--- src/rtl/irq_ctrl_pkg.sv ---
package irq_ctrl_pkg;

  localparam int unsigned DEF_NUM_SRC = 16;
  localparam logic [DEF_NUM_SRC-1:0] DEF_NMI_BITS = 16'h0003;

  typedef enum logic [1:0] {
    OP_MASK  = 2'b00,
    OP_RAISE = 2'b01,
    OP_CLEAR = 2'b10,
    OP_NONE  = 2'b11
  } wr_op_e;

endpackage

--- src/rtl/irq_wr_decode.sv ---
module irq_wr_decode
  import irq_ctrl_pkg::*;
#(
  parameter int unsigned NUM_SRC = DEF_NUM_SRC
) (
  input  logic               wr_en_i,
  input  logic [1:0]         wr_op_i,
  input  logic [NUM_SRC-1:0] wr_data_i,
  output logic               mask_we_o,
  output logic [NUM_SRC-1:0] raise_bits_o,
  output logic [NUM_SRC-1:0] clear_bits_o
);

  function automatic logic op_is(input logic en, input logic [1:0] op, input wr_op_e want);
    return en && (op == want);
  endfunction

  always_comb begin
    mask_we_o    = op_is(wr_en_i, wr_op_i, OP_MASK);
    raise_bits_o = op_is(wr_en_i, wr_op_i, OP_RAISE) ? wr_data_i : '0;
    clear_bits_o = op_is(wr_en_i, wr_op_i, OP_CLEAR) ? wr_data_i : '0;
  end

endmodule

--- src/rtl/irq_capture.sv ---
module irq_capture #(
  parameter int unsigned NUM_SRC = 16
) (
  input  logic               clk,
  input  logic               rst_n,
  input  logic [NUM_SRC-1:0] req_i,
  input  logic [NUM_SRC-1:0] raise_bits_i,
  input  logic [NUM_SRC-1:0] clear_bits_i,
  input  logic [NUM_SRC-1:0] ack_bits_i,
  output logic [NUM_SRC-1:0] latch_o
);

  // Set terms are ORed in after the removal terms, so a set always wins.
  function automatic logic [NUM_SRC-1:0] next_latch(
    input logic [NUM_SRC-1:0] cur,
    input logic [NUM_SRC-1:0] set_hw,
    input logic [NUM_SRC-1:0] set_sw,
    input logic [NUM_SRC-1:0] rm_sw,
    input logic [NUM_SRC-1:0] rm_ack
  );
    return (cur & ~(rm_sw | rm_ack)) | set_hw | set_sw;
  endfunction

  logic [NUM_SRC-1:0] latch_q;
  logic [NUM_SRC-1:0] latch_d;

  always_comb latch_d = next_latch(latch_q, req_i, raise_bits_i, clear_bits_i, ack_bits_i);

  always_ff @(posedge clk or negedge rst_n) begin
    if (!rst_n) latch_q <= '0;
    else        latch_q <= latch_d;
  end

  assign latch_o = latch_q;

endmodule

--- src/rtl/irq_mask_reg.sv ---
module irq_mask_reg #(
  parameter int unsigned NUM_SRC = 16
) (
  input  logic               clk,
  input  logic               rst_n,
  input  logic               we_i,
  input  logic [NUM_SRC-1:0] data_i,
  output logic [NUM_SRC-1:0] mask_o
);

  logic [NUM_SRC-1:0] mask_q;

  always_ff @(posedge clk or negedge rst_n) begin
    if (!rst_n)    mask_q <= '0;
    else if (we_i) mask_q <= data_i;
  end

  assign mask_o = mask_q;

endmodule

--- src/rtl/irq_prio_enc.sv ---
module irq_prio_enc #(
  parameter int unsigned NUM_SRC = 16,
  localparam int unsigned IDX_W = $clog2(NUM_SRC)
) (
  input  logic [NUM_SRC-1:0] pend_i,
  output logic               valid_o,
  output logic [IDX_W-1:0]   idx_o
);

  logic [NUM_SRC-1:0] first_hot;

  for (genvar g = 0; g < NUM_SRC; g++) begin : g_first
    if (g == 0) begin : g_top
      assign first_hot[g] = pend_i[g];
    end else begin : g_rest
      assign first_hot[g] = pend_i[g] & ~(|pend_i[g-1:0]);
    end
  end

  function automatic logic [IDX_W-1:0] encode_hot(input logic [NUM_SRC-1:0] hot);
    logic [IDX_W-1:0] acc;
    acc = '0;
    for (int i = 0; i < NUM_SRC; i++) begin
      if (hot[i]) acc = acc | IDX_W'(i);
    end
    return acc;
  endfunction

  assign valid_o = |pend_i;
  assign idx_o   = encode_hot(first_hot);

endmodule

--- src/rtl/irq_latch_ctrl.sv ---
module irq_latch_ctrl
  import irq_ctrl_pkg::*;
#(
  parameter int unsigned NUM_SRC = DEF_NUM_SRC,
  parameter logic [NUM_SRC-1:0] NMI_BITS = DEF_NMI_BITS,
  localparam int unsigned IDX_W = $clog2(NUM_SRC)
) (
  input  logic               clk,
  input  logic               rst_n,
  input  logic [NUM_SRC-1:0] req_i,
  input  logic               wr_en_i,
  input  logic [1:0]         wr_op_i,
  input  logic [NUM_SRC-1:0] wr_data_i,
  input  logic               ack_i,
  input  logic [IDX_W-1:0]   ack_idx_i,
  output logic [NUM_SRC-1:0] pend_o,
  output logic               irq_valid_o,
  output logic [IDX_W-1:0]   irq_idx_o,
  output logic [NUM_SRC-1:0] latch_o,
  output logic [NUM_SRC-1:0] mask_o
);

  function automatic logic [NUM_SRC-1:0] idx_to_bits(input logic en, input logic [IDX_W-1:0] idx);
    return en ? (NUM_SRC'(1) << idx) : '0;
  endfunction

  function automatic logic [NUM_SRC-1:0] gate_pending(
    input logic [NUM_SRC-1:0] lat,
    input logic [NUM_SRC-1:0] msk
  );
    return lat & (msk | NMI_BITS);
  endfunction

  // Named internal events, visible to the bound checker.
  logic               mask_we;
  logic [NUM_SRC-1:0] raise_bits;
  logic [NUM_SRC-1:0] clear_bits;
  logic [NUM_SRC-1:0] ack_bits;
  logic [NUM_SRC-1:0] latch_q;
  logic [NUM_SRC-1:0] mask_q;
  logic [NUM_SRC-1:0] pend;

  irq_wr_decode #(.NUM_SRC(NUM_SRC)) u_dec (
    .wr_en_i      (wr_en_i),
    .wr_op_i      (wr_op_i),
    .wr_data_i    (wr_data_i),
    .mask_we_o    (mask_we),
    .raise_bits_o (raise_bits),
    .clear_bits_o (clear_bits)
  );

  assign ack_bits = idx_to_bits(ack_i, ack_idx_i);

  irq_capture #(.NUM_SRC(NUM_SRC)) u_cap (
    .clk          (clk),
    .rst_n        (rst_n),
    .req_i        (req_i),
    .raise_bits_i (raise_bits),
    .clear_bits_i (clear_bits),
    .ack_bits_i   (ack_bits),
    .latch_o      (latch_q)
  );

  irq_mask_reg #(.NUM_SRC(NUM_SRC)) u_mask (
    .clk    (clk),
    .rst_n  (rst_n),
    .we_i   (mask_we),
    .data_i (wr_data_i),
    .mask_o (mask_q)
  );

  assign pend = gate_pending(latch_q, mask_q);

  irq_prio_enc #(.NUM_SRC(NUM_SRC)) u_prio (
    .pend_i  (pend),
    .valid_o (irq_valid_o),
    .idx_o   (irq_idx_o)
  );

  assign pend_o  = pend;
  assign latch_o = latch_q;
  assign mask_o  = mask_q;

endmodule

--- config.mk ---
export PLATFORM = sky130hd
export DESIGN_NAME = irq_latch_ctrl
export DESIGN_NICKNAME = d
export VERILOG_FILES = /design/src/rtl/irq_ctrl_pkg.sv /design/src/rtl/irq_wr_decode.sv /design/src/rtl/irq_capture.sv /design/src/rtl/irq_mask_reg.sv /design/src/rtl/irq_prio_enc.sv /design/src/rtl/irq_latch_ctrl.sv
export SDC_FILE = /design/constraint.sdc
export NUM_CORES = 1
export LEC_CHECK = 0
export BUFFER_PORTS_ARGS = -buffer_cell sky130_fd_sc_hd__buf_4
export CORE_MARGIN = 4
export CORE_UTILIZATION = 44
export DETAILED_ROUTE_END_ITERATION = 10
export PLACE_DENSITY = 0.8
export RECOVER_POWER = 100
export SLEW_MARGIN = 20
export SYNTH_ARGS = -nofsm -noshare
export SYNTH_HDL_FRONTEND = slang
export SYNTH_SLANG_ARGS = --single-unit
--- constraint.sdc ---
create_clock -name clk -period 1.9 [get_ports clk]
set_input_delay 0.285 -clock clk [delete_from_list [all_inputs] [get_ports clk]]
set_output_delay 0.285 -clock clk [all_outputs]
set_load 0.02 [all_outputs]
==> metrics, run 1 <==
simple-gate share of the synthesized area=16.50%; Tightest Pin Transition=1.057 ns; Inserted Diodes=0; CTS max path bufs=2; PD cells=838.8 nW/um2; layout cells sized above 1=37.72%; critical path class=flop to output port; core area=3661 um2; GRT Total Usage=between 20% and 30%; Yosys reg bits=32; internal power=~1.4 mW; critical path arrival=between 1.5 and 2 ns; vias=1830; 1st-iter DRT viols=130; Die W=~70 um; max cap viols=0; adder-cell area share of the yosys netlist=0%; Non-Filler Instances=approximately 330; Psw=around 780 uW; RSZ-0062 raised after global routing=true; die area=approximately 4900 um2; Max-slew headroom=between 20% and 30%; xor/xnor cell area share of the yosys netlist=0%; cells along the critical path=or2_1, or2_1, nand2b_4, or4_4, buf_6; post-synth cell types=34; Post-Syn Area=roughly 1700 um2; vias in the first global route=1852; cell mode on critical path=or2_1; hold-critical path depth=2; WL final=5677 um; register area share after synthesis=47.80%; startpoint types=flop; hpwl dp=about 4400 um; status=finished with violations; Peak supply drop=0.5660 mV; multiplexer share of the synthesized area=a little over a tenth; root buffer cell=clkbuf_8; Clock Latency Late Sink=approximately 0.28 ns; PortBufs=94; yosys warns=0; Setup Skew=0 ns; Total Neg Setup Slack=-0.8792 ns; failing checks=setup timing; largest net degree at the start of global routing=33; vias per cell=approximately 5.6; syn nets=a little over 200; Synth Area per Inst=approximately 10 um2; R2R depth=2; Antenna Violating Nets Remaining=0; initial antenna violation count=0; post-synthesis compound-gate area fraction=a little over a fifth; Yosys top cell area share=between 40% and 50%; Slew Viols, Final=0; row count=22; Nets=about 320; worst setup margin=-0.2972 ns; critical path's largest stage delay=roughly 0.42 ns; Clock Power Share=between 20 and 30%; CTS tree=built; Static Leak=approximately 1.1 nW; drt pass-1 iters=4; # IOs=95; GR Overflow Total=0; top post-synthesis cells by area=dfrtp_1, mux2_2, a221o_1; Crit path required time=roughly 1.6 ns; routed length per instance=17.26 um; CP max-delay cell=or4_4; crit share post-route=115.6%; part of the power in registers=around two fifths; final setup vio count=5; DR DRC count=0; Reg clk slew, reported paths=~0.070 ns; clk sinks=32; Die Ht=between 60 and 70 um; area leader, netlist=dfrtp_1; crit-path max FO=4; H-tree depth=2; Tmin final=between 2 and 2.5 ns; area added between synthesis and finish=52.28%; Pwr Total=~2.1 mW; Final Hold Viols=0; Worst Hold Class=input port to flop; Max Fclk=455.1 MHz; routability congestion estimate=~0.83; Starting Density=~46%; global-route wire length before repair=roughly 9100 um; Syn Inst Count=between 150 and 200; Gate power share=36.6%; DP Cell Count=between 300 and 400; worst hold margin=just under 0.2 ns; combinational family with the most area after synthesis=compound AO/OA/AOI/OAI gates; critical path endpoint category=output port; CTS buffer count=5; Net Sw Frac=between 30% and 40%
## repair_timing
item / CTS / global route
cloned: 0 / 0
setup endpoints to repair: 4 / 5
resized for setup: 2 / 2
endpoints found under the hold margin: 32 / 0
pin swaps: 3 / 2
hold buffers: 1 / 0
buffers inserted: 3 / 1
## worst paths after layout
path	startpoint	end	slack (ns)
worst max-delay path	u_cap.latch_o[1]$_DFF_PN0_	irq_valid_o	-0.30
min in group asynchronous	rst_n	u_cap.latch_o[6]$_DFF_PN0_	0.63
worst min register to register	u_mask.mask_o[0]$_DFFE_PN0P_	u_mask.mask_o[0]$_DFFE_PN0P_	0.51
max in group asynchronous	rst_n	u_cap.latch_o[0]$_DFF_PN0_	0.72
worst min-delay path	req_i[6]	u_cap.latch_o[6]$_DFF_PN0_	0.19
worst max register to register	u_cap.latch_o[0]$_DFF_PN0_	u_cap.latch_o[0]$_DFF_PN0_	0.88
## layout by cell type (no fill, tap or decap), drive strengths merged, types with 2 or more instances in the layout
master	count
a21oi	19
a221o	16
a22oi	3
and2	6
and3b	2
buf	69
clkbuf	58
dfrtp	32
inv	8
mux2	16
nand2	10
nand2b	3
nand3	3
nand3b	2
nor2	13
nor3	4
nor3b	2
o32ai	2
or2	2
## synth_stat cells, drive strengths merged
master	instances
nor3b	2
dfrtp	32
or4	1
nand2	10
nand3	3
buf	4
o311ai	1
o32ai	2
o21ai	1
a22o	1
nand3b	2
nor2	13
mux2	16
o31a	1
a221o	16
and3b	2
and3	1
or2	2
nor3	4
clkbuf	3
and2	6
nand2b	3
a22oi	3
or3b	1
a31oi	1
a311oi	1
a41oi	1
inv	8
a21oi	19
## cells by family (layout without fill, tap and decap cells)
family,count (synthesis),in the layout
AO/OA/AOI/OAI,47,47
buffers and inverters,15,136
flip-flops,32,32
multiplexers,16,16
AND/OR/NAND/NOR,50,50
## power groups by stage
stage | Clock, mW | Sequential, mW | Combinational [mW]
floorplan | 0 | 0.937 | 0.317
global placement | 0 | 0.826 | 0.878
detailed placement | 0 | 0.831 | 0.884
CTS | 0.539 | 0.819 | 0.893
global route | 0.567 | 0.830 | 0.841
finish | 0.538 | 0.819 | 0.783
## sequential cells by signal (all words and copies together), names as in the netlist
name           count
u_cap.latch_o     16
u_mask.mask_o     16
## critical path: cells and delay by family, from the launching register on
kind                   cells  cell delay [ns]
flip-flops                 1             0.40
buffers and inverters      1             0.15
AND/OR/NAND/NOR            4             1.09
## cell type report
class                           count  area (um2)
Clock buffer                        8       90.09
Multi-Input combinational cell    113       839.6
Sequential cell                    32       803.3
Tap cell                           48       60.06
Inverter                            8       30.03
Timing Repair Buffer              120       728.2
Fill cell                         333        1110
## metrics by stage
step           utilization (%)  setup slack [ns]  instance area, um2
3_3_place_gp             70.68           0.04721                2587
4_1_cts                  74.33           -0.2694                2721
3_5_place_dp             70.68          0.003065                2587
6_report                 69.69           -0.2972                2551
2_1_floorplan                -          0.001242                1700
5_1_grt                  69.69           -0.3516                2551
## layer usage
layer	vias to the layer above	global-route usage [%]	share of wire, %
met1	894	29.03	40
met2	81	40.57	50
met3	9	6.957	8.6
met5	-	0	0
li1	846	-	-
met4	0	6.383	1.7
Power figures use the tool's default switching activity.
==> run 2, diff against run 1 <==
--- a/config.mk
+++ b/config.mk
@@ -11,6 +11,7 @@
 export DETAILED_ROUTE_END_ITERATION = 10
 export PLACE_DENSITY = 0.8
 export RECOVER_POWER = 100
+export REMOVE_ABC_BUFFERS = 1
 export SLEW_MARGIN = 20
 export SYNTH_ARGS = -nofsm -noshare
 export SYNTH_HDL_FRONTEND = slang
==> metrics, run 2 (synthesis results as in run 1) <==
status=finished with violations; failing checks=setup timing; Setup Skew=0 ns; Crit path required time=about 1.6 ns; startpoint types=flop; PD cells=~840 nW/um2; core area=3661 um2; most frequent cells in the layout=buf_4, clkbuf_1, dfrtp_1, a21oi_1, mux2_2; GRT Total Usage=about a quarter; part of the power in registers=between 30 and 40%; critical path's largest stage delay=about 0.52 ns; Die Ht=around 70 um; crit-path max FO=2; routability congestion estimate=~0.8; PortBufs=94; routed length per instance=17.25 um; vias=about 1.9k; internal power=1.396 mW; R2R Path Start=u_cap.latch_o[0]$_DFF_PN0_; Antenna Violating Nets Remaining=0; Nets=between 300 and 400; area added between synthesis and finish=54.74%; Worst Hold Class=input port to flop; Non-Filler Instances=332; critical path arrival=1.90 ns; Final Util=roughly 71%; area of the multi-input gates=roughly 850 um2; Total Neg Setup Slack=-0.9479 ns; Pwr Total=about 2.2 mW; max cap viols=0; CP max-delay cell=or4_4; Static Leak=approximately 1.1 nW; H-tree depth=2; Reg clk slew, reported paths=around 0.060 ns; worst hold margin=0.1914 ns; clk sinks=32; r2r endpoint=u_cap.latch_o[0]$_DFF_PN0_; DP Cell Count=~320; vias per cell=approximately 5.6; design area=around 2600 um2; Tmin final=2.187 ns; Clock Power Share=24.4%; vias in the first global route=1953; Cell Area, Placed=2585 um2; # IOs=95; Hold Crit Start=req_i[11]; Net Sw Frac=between 30% and 40%; hpwl dp=4257 um; initial antenna violation count=0; critical path class=flop to output port; layout cells sized above 1=between 30% and 40%; R2R depth=2; critical path endpoint category=output port; largest net degree at the start of global routing=33; WL final=5726 um; crit share post-route=115.1%; CTS buffer count=5; Final Hold Viols=0; CTS max path bufs=2; final setup vio count=4; Inserted Diodes=0; CTS tree=built; Psw=around 800 uW; cells along the critical path=a22oi_2, nor3b_2, nand3_1, or4_4, buf_6; Gate power share=between 30% and 40%; fillers=320; DR DRC count=0; die area=between 4000 and 5000 um2; Peak supply drop=0.5563 mV; Reg2Reg Setup Slack=roughly 0.85 ns; Starting Density=approximately 46%; commonest non-fill, non-tap cell in the layout=buf_4; drt pass-1 iters=4; Tightest Pin Transition=0.9880 ns; Hold Path End=u_cap.latch_o[11]$_DFF_PN0_; GR Overflow Total=0; Placement Setup Slack=-0.006876 ns; row count=22; Max-slew headroom=34.13%; RSZ-0062 raised after global routing=true; 1st-iter DRT viols=128; Die W=around 70 um; hold-critical path depth=2; Slew Viols, Final=0; worst setup margin=-0.2871 ns; Max Fclk=between 400 and 500 MHz; FF/Latch Area=between 800 and 900 um2; root buffer cell=clkbuf_8; Clock Latency Late Sink=0.28 ns; global-route wire length before repair=9121 um
-- run 2: cell count changes in the layout (fill, tap and decap cells not counted), sizes merged --
cell,before,now
buf,69,75
clkbuf,58,55
-- run 2: layout make-up --
| type | count | area share [%] |
|---|---|---|
| multi-input combinational | 113 | 32.63 |
| sequential | 32 | 30.89 |
| timing repair buffer | 123 | 29.54 |
| clock buffer | 8 | 3.475 |
| tap | 48 | 2.317 |
| inverter | 8 | 1.158 |
-- run 2: worst max-delay path, delay by kind of cell (launching register included) --
kind / cells / cell delay, ns
buffers and inverters: 1 / 0.15
DFF: 1 / 0.39
AOI/OAI and AO/OA: 1 / 0.21
and+or+nand+nor: 3 / 0.87
-- run 2: metal layers --
layer	up-vias	track usage [%]	wire length [um]
met5	-	0	0
met1	893	26.31	2176
met4	0	8.085	84
met2	95	41.42	2900
li1	851	-	-
met3	11	9.565	565
-- run 2: worst max-delay path by stage --
stage,startpoint,endpoint,slack (ns)
after floorplan,u_cap.latch_o[0]$_DFF_PN0_,irq_idx_o[0],-0.19
after global placement,u_cap.latch_o[0]$_DFF_PN0_,irq_valid_o,0.01
after detailed placement,u_cap.latch_o[0]$_DFF_PN0_,irq_valid_o,-0.007
after CTS,u_cap.latch_o[3]$_DFF_PN0_,irq_idx_o[0],-0.26
after global routing,u_mask.mask_o[10]$_DFFE_PN0P_,irq_valid_o,-0.34
final,u_mask.mask_o[10]$_DFFE_PN0P_,irq_valid_o,-0.29
-- run 2: repair_timing --
action	CTS	global route
endpoints found under the hold margin	32	0
buffers inserted	2	2
resized for setup	6	6
pin swaps	6	4
endpoints found under the setup margin	5	5
hold buffers	1	0
-- run 2: power by group through the flow --
stage                     logic, mW  registers (mW)  clock network, mW
after floorplan               0.299           0.939                  0
after global placement        0.884           0.824                  0
after detailed placement      0.892           0.827                  0
after CTS                     0.909           0.818              0.539
after global routing          0.892           0.829              0.562
final                         0.827           0.817              0.532
==> run 3, diff against run 2 <==
--- a/config.mk
+++ b/config.mk
@@ -7,7 +7,7 @@
 export LEC_CHECK = 0
 export BUFFER_PORTS_ARGS = -buffer_cell sky130_fd_sc_hd__buf_4
 export CORE_MARGIN = 4
-export CORE_UTILIZATION = 44
+export CORE_UTILIZATION = 47
 export DETAILED_ROUTE_END_ITERATION = 10
 export PLACE_DENSITY = 0.8
 export RECOVER_POWER = 100
@@ -15,4 +15,5 @@
 export SLEW_MARGIN = 20
 export SYNTH_ARGS = -nofsm -noshare
 export SYNTH_HDL_FRONTEND = slang
+export SYNTH_HIERARCHICAL = 1
 export SYNTH_SLANG_ARGS = --single-unit
==> metrics, run 3 <==
Slew Viols, Final=0; Die W=74.38 um; xor/xnor cell area share of the yosys netlist=0%; count leader, synth=dfrtp_1; Inserted Diodes=0; Final Hold Viols=0; Static Leak=between 1 and 1.5 nW; initial antenna violation count=0; startpoint types=flop; Peak supply drop=between 0.4 and 0.5 mV; PortBufs=between 90 and 100; WP depth=6; worst hold margin=0.1881 ns; multiplexer share of the synthesized area=between 10% and 20%; die area=approximately 5500 um2; Yosys top cell area share=between 30% and 40%; crit share post-route=122.9%; vias per cell=between 5 and 6; area added between synthesis and finish=53.05%; clk sinks=32; top post-synthesis cells by area=dfrtp_1, and4b_1, mux2_4; GR Overflow Total=0; critical path endpoint category=output port; yosys warns=6; worst setup margin=-0.4360 ns; H-tree depth=2; Starting Density=approximately half; CTS buffer count=5; largest net degree at the start of global routing=34; adder-cell area share of the yosys netlist=0%; register area share after synthesis=around 39%; CP delay by family, top=simple AND/OR/NAND/NOR gates; Max Fclk=roughly 430 MHz; Tightest Pin Transition=approximately 0.8 ns; 1st-iter DRT viols=roughly 170; combinational family with the most area after synthesis=simple AND/OR/NAND/NOR gates; post-synthesis compound-gate area fraction=about 9.9%; CTS max path bufs=2; PD cells=approximately 780 nW/um2; Final Util=between 70 and 80%; Antenna Violating Nets Remaining=0; most frequent cells in the layout=buf_4, clkbuf_1, dfrtp_1, nor2_1, and4b_1; Main synth FF type=dfrtp_1; commonest non-fill, non-tap cell in the layout=buf_4; max cap viols=0; post-synth cell types=35; Yosys reg bits=32; drt pass-1 iters=4; Worst Hold Class=input port to flop; crit-path max FO=2; Syn Inst Count=approximately 190; Die Ht=between 70 and 80 um; number of synthesized flops with an enable pin=0; Nets=around 370; RSZ-0062 raised after global routing=true; CP max-delay cell=or4_4; top post-synthesis cells by count=dfrtp_1, nor2_1, and4b_1; critical path class=flop to output port; Total Neg Setup Slack=-1.108 ns; root buffer cell=clkbuf_8; WP buf/inv=1; Synth Area per Inst=between 10 and 15 um2; Post-Syn Area=roughly 2100 um2; CTS tree=built; # IOs=95; routability congestion estimate=0.9190; layout cells sized above 1=45.48%; Reg clk slew, reported paths=0.07 ns; Clock Latency Late Sink=roughly 0.27 ns; status=finished with violations; vias=2201; DR DRC count=0; Post-synth ARST share=100.0%; Setup Skew=0 ns; Pwr Total=around 2.5 mW; Max-slew headroom=between 40% and 50%; hpwl dp=about 5100 um; Tmin final=between 2 and 2.5 ns; row count=23; Crit path required time=~1.6 ns; R2R depth=4; GRT Total Usage=about a quarter; routed length per instance=around 19 um; WL final=7206 um; critical path arrival=between 2 and 2.5 ns; area leader, netlist=dfrtp_1; critical path's largest stage delay=~0.44 ns; cells along the critical path=and2_4, nor4_4, nand3_2, or4_4, o311ai_2, buf_4; hold-critical path depth=2; core area=between 4000 and 5000 um2; global-route wire length before repair=around 11000 um; simple-gate share of the synthesized area=roughly a third; final setup vio count=5; vias in the first global route=approximately 2.2k; failing checks=setup timing
-- run 3: changes by cell type in the layout (fill, tap and decap cells not counted), moves of 8 or more --
cell / before / now
a211o_1: 0 / 16
a21oi_1: 18 / 2
a221o_1: 15 / 0
and4b_1: 0 / 29
buf_4: 71 / 100
clkbuf_1: 48 / 33
mux2_2: 16 / 6
nand2_1: 9 / 1
nor2_1: 13 / 31
-- run 3: metrics by stage --
step                instance area [um2]  std cells  setup WS, ns
global route                       3169        382       -0.5112
detailed placement                 3035        365       -0.1840
CTS                                3249        377       -0.4436
global placement                   3035        365       -0.1537
floorplan                          1961        181       -0.2569
finish                             3169        382       -0.4360
-- run 3: what timing repair did --
item                                   in CTS  in global routing
hold buffers                                1                  0
setup endpoints to repair                   5                  5
buffers inserted                            4                  6
resized for setup                          18                 11
endpoints found under the hold margin      32                  0
pin swaps                                   8                  9
-- run 3: layout make-up --
class	instances	area, um2
multi-input cells	146	1220
repair buffers	144	978.4
fillers	321	945.9
flip-flops and latches	32	800.8
clock buffers	7	96.34
well taps	50	62.56
inverters	3	11.26
-- run 3: worst paths after layout --
kind	startpoint	end	slack (ns)
max reg2reg	u_cap/latch_o[9]$_DFF_PN0_	u_cap/latch_o[9]$_DFF_PN0_	0.76
min	req_i[13]	u_cap/latch_o[13]$_DFF_PN0_	0.19
max	u_mask/mask_o[5]$_DFFE_PN0P_	irq_idx_o[1]	-0.44
max in group asynchronous	rst_n	u_cap/latch_o[0]$_DFF_PN0_	0.75
min reg2reg	u_cap/latch_o[13]$_DFF_PN0_	u_cap/latch_o[13]$_DFF_PN0_	0.50
min in group asynchronous	rst_n	u_cap/latch_o[13]$_DFF_PN0_	0.63
-- run 3: cell families after synthesis --
| group | after synthesis |
|---|---|
| compound gates | 25 |
| buf+inv | 16 |
| flops | 32 |
| mux | 16 |
| simple gates | 105 |
-- run 3: routing by layer --
layer | part of all wire [%] | wire (um) | vias to the layer above | GRT usage [%]
met5 | 0 | 0 | - | 0
met4 | 1.4 | 102 | 0 | 5.336
met3 | 8.5 | 610 | 17 | 4.459
met2 | 50 | 3580 | 115 | 43.22
met1 | 40 | 2913 | 1058 | 32.06
li1 | - | - | 1011 | -
-- run 3: power breakdown --
part / internal (mW) / switching (mW) / total, mW
clock network: 0.323 / 0.242 / 0.565
logic: 0.517 / 0.595 / 1.11
registers: 0.762 / 0.0474 / 0.810
total: 1.60 / 0.884 / 2.49
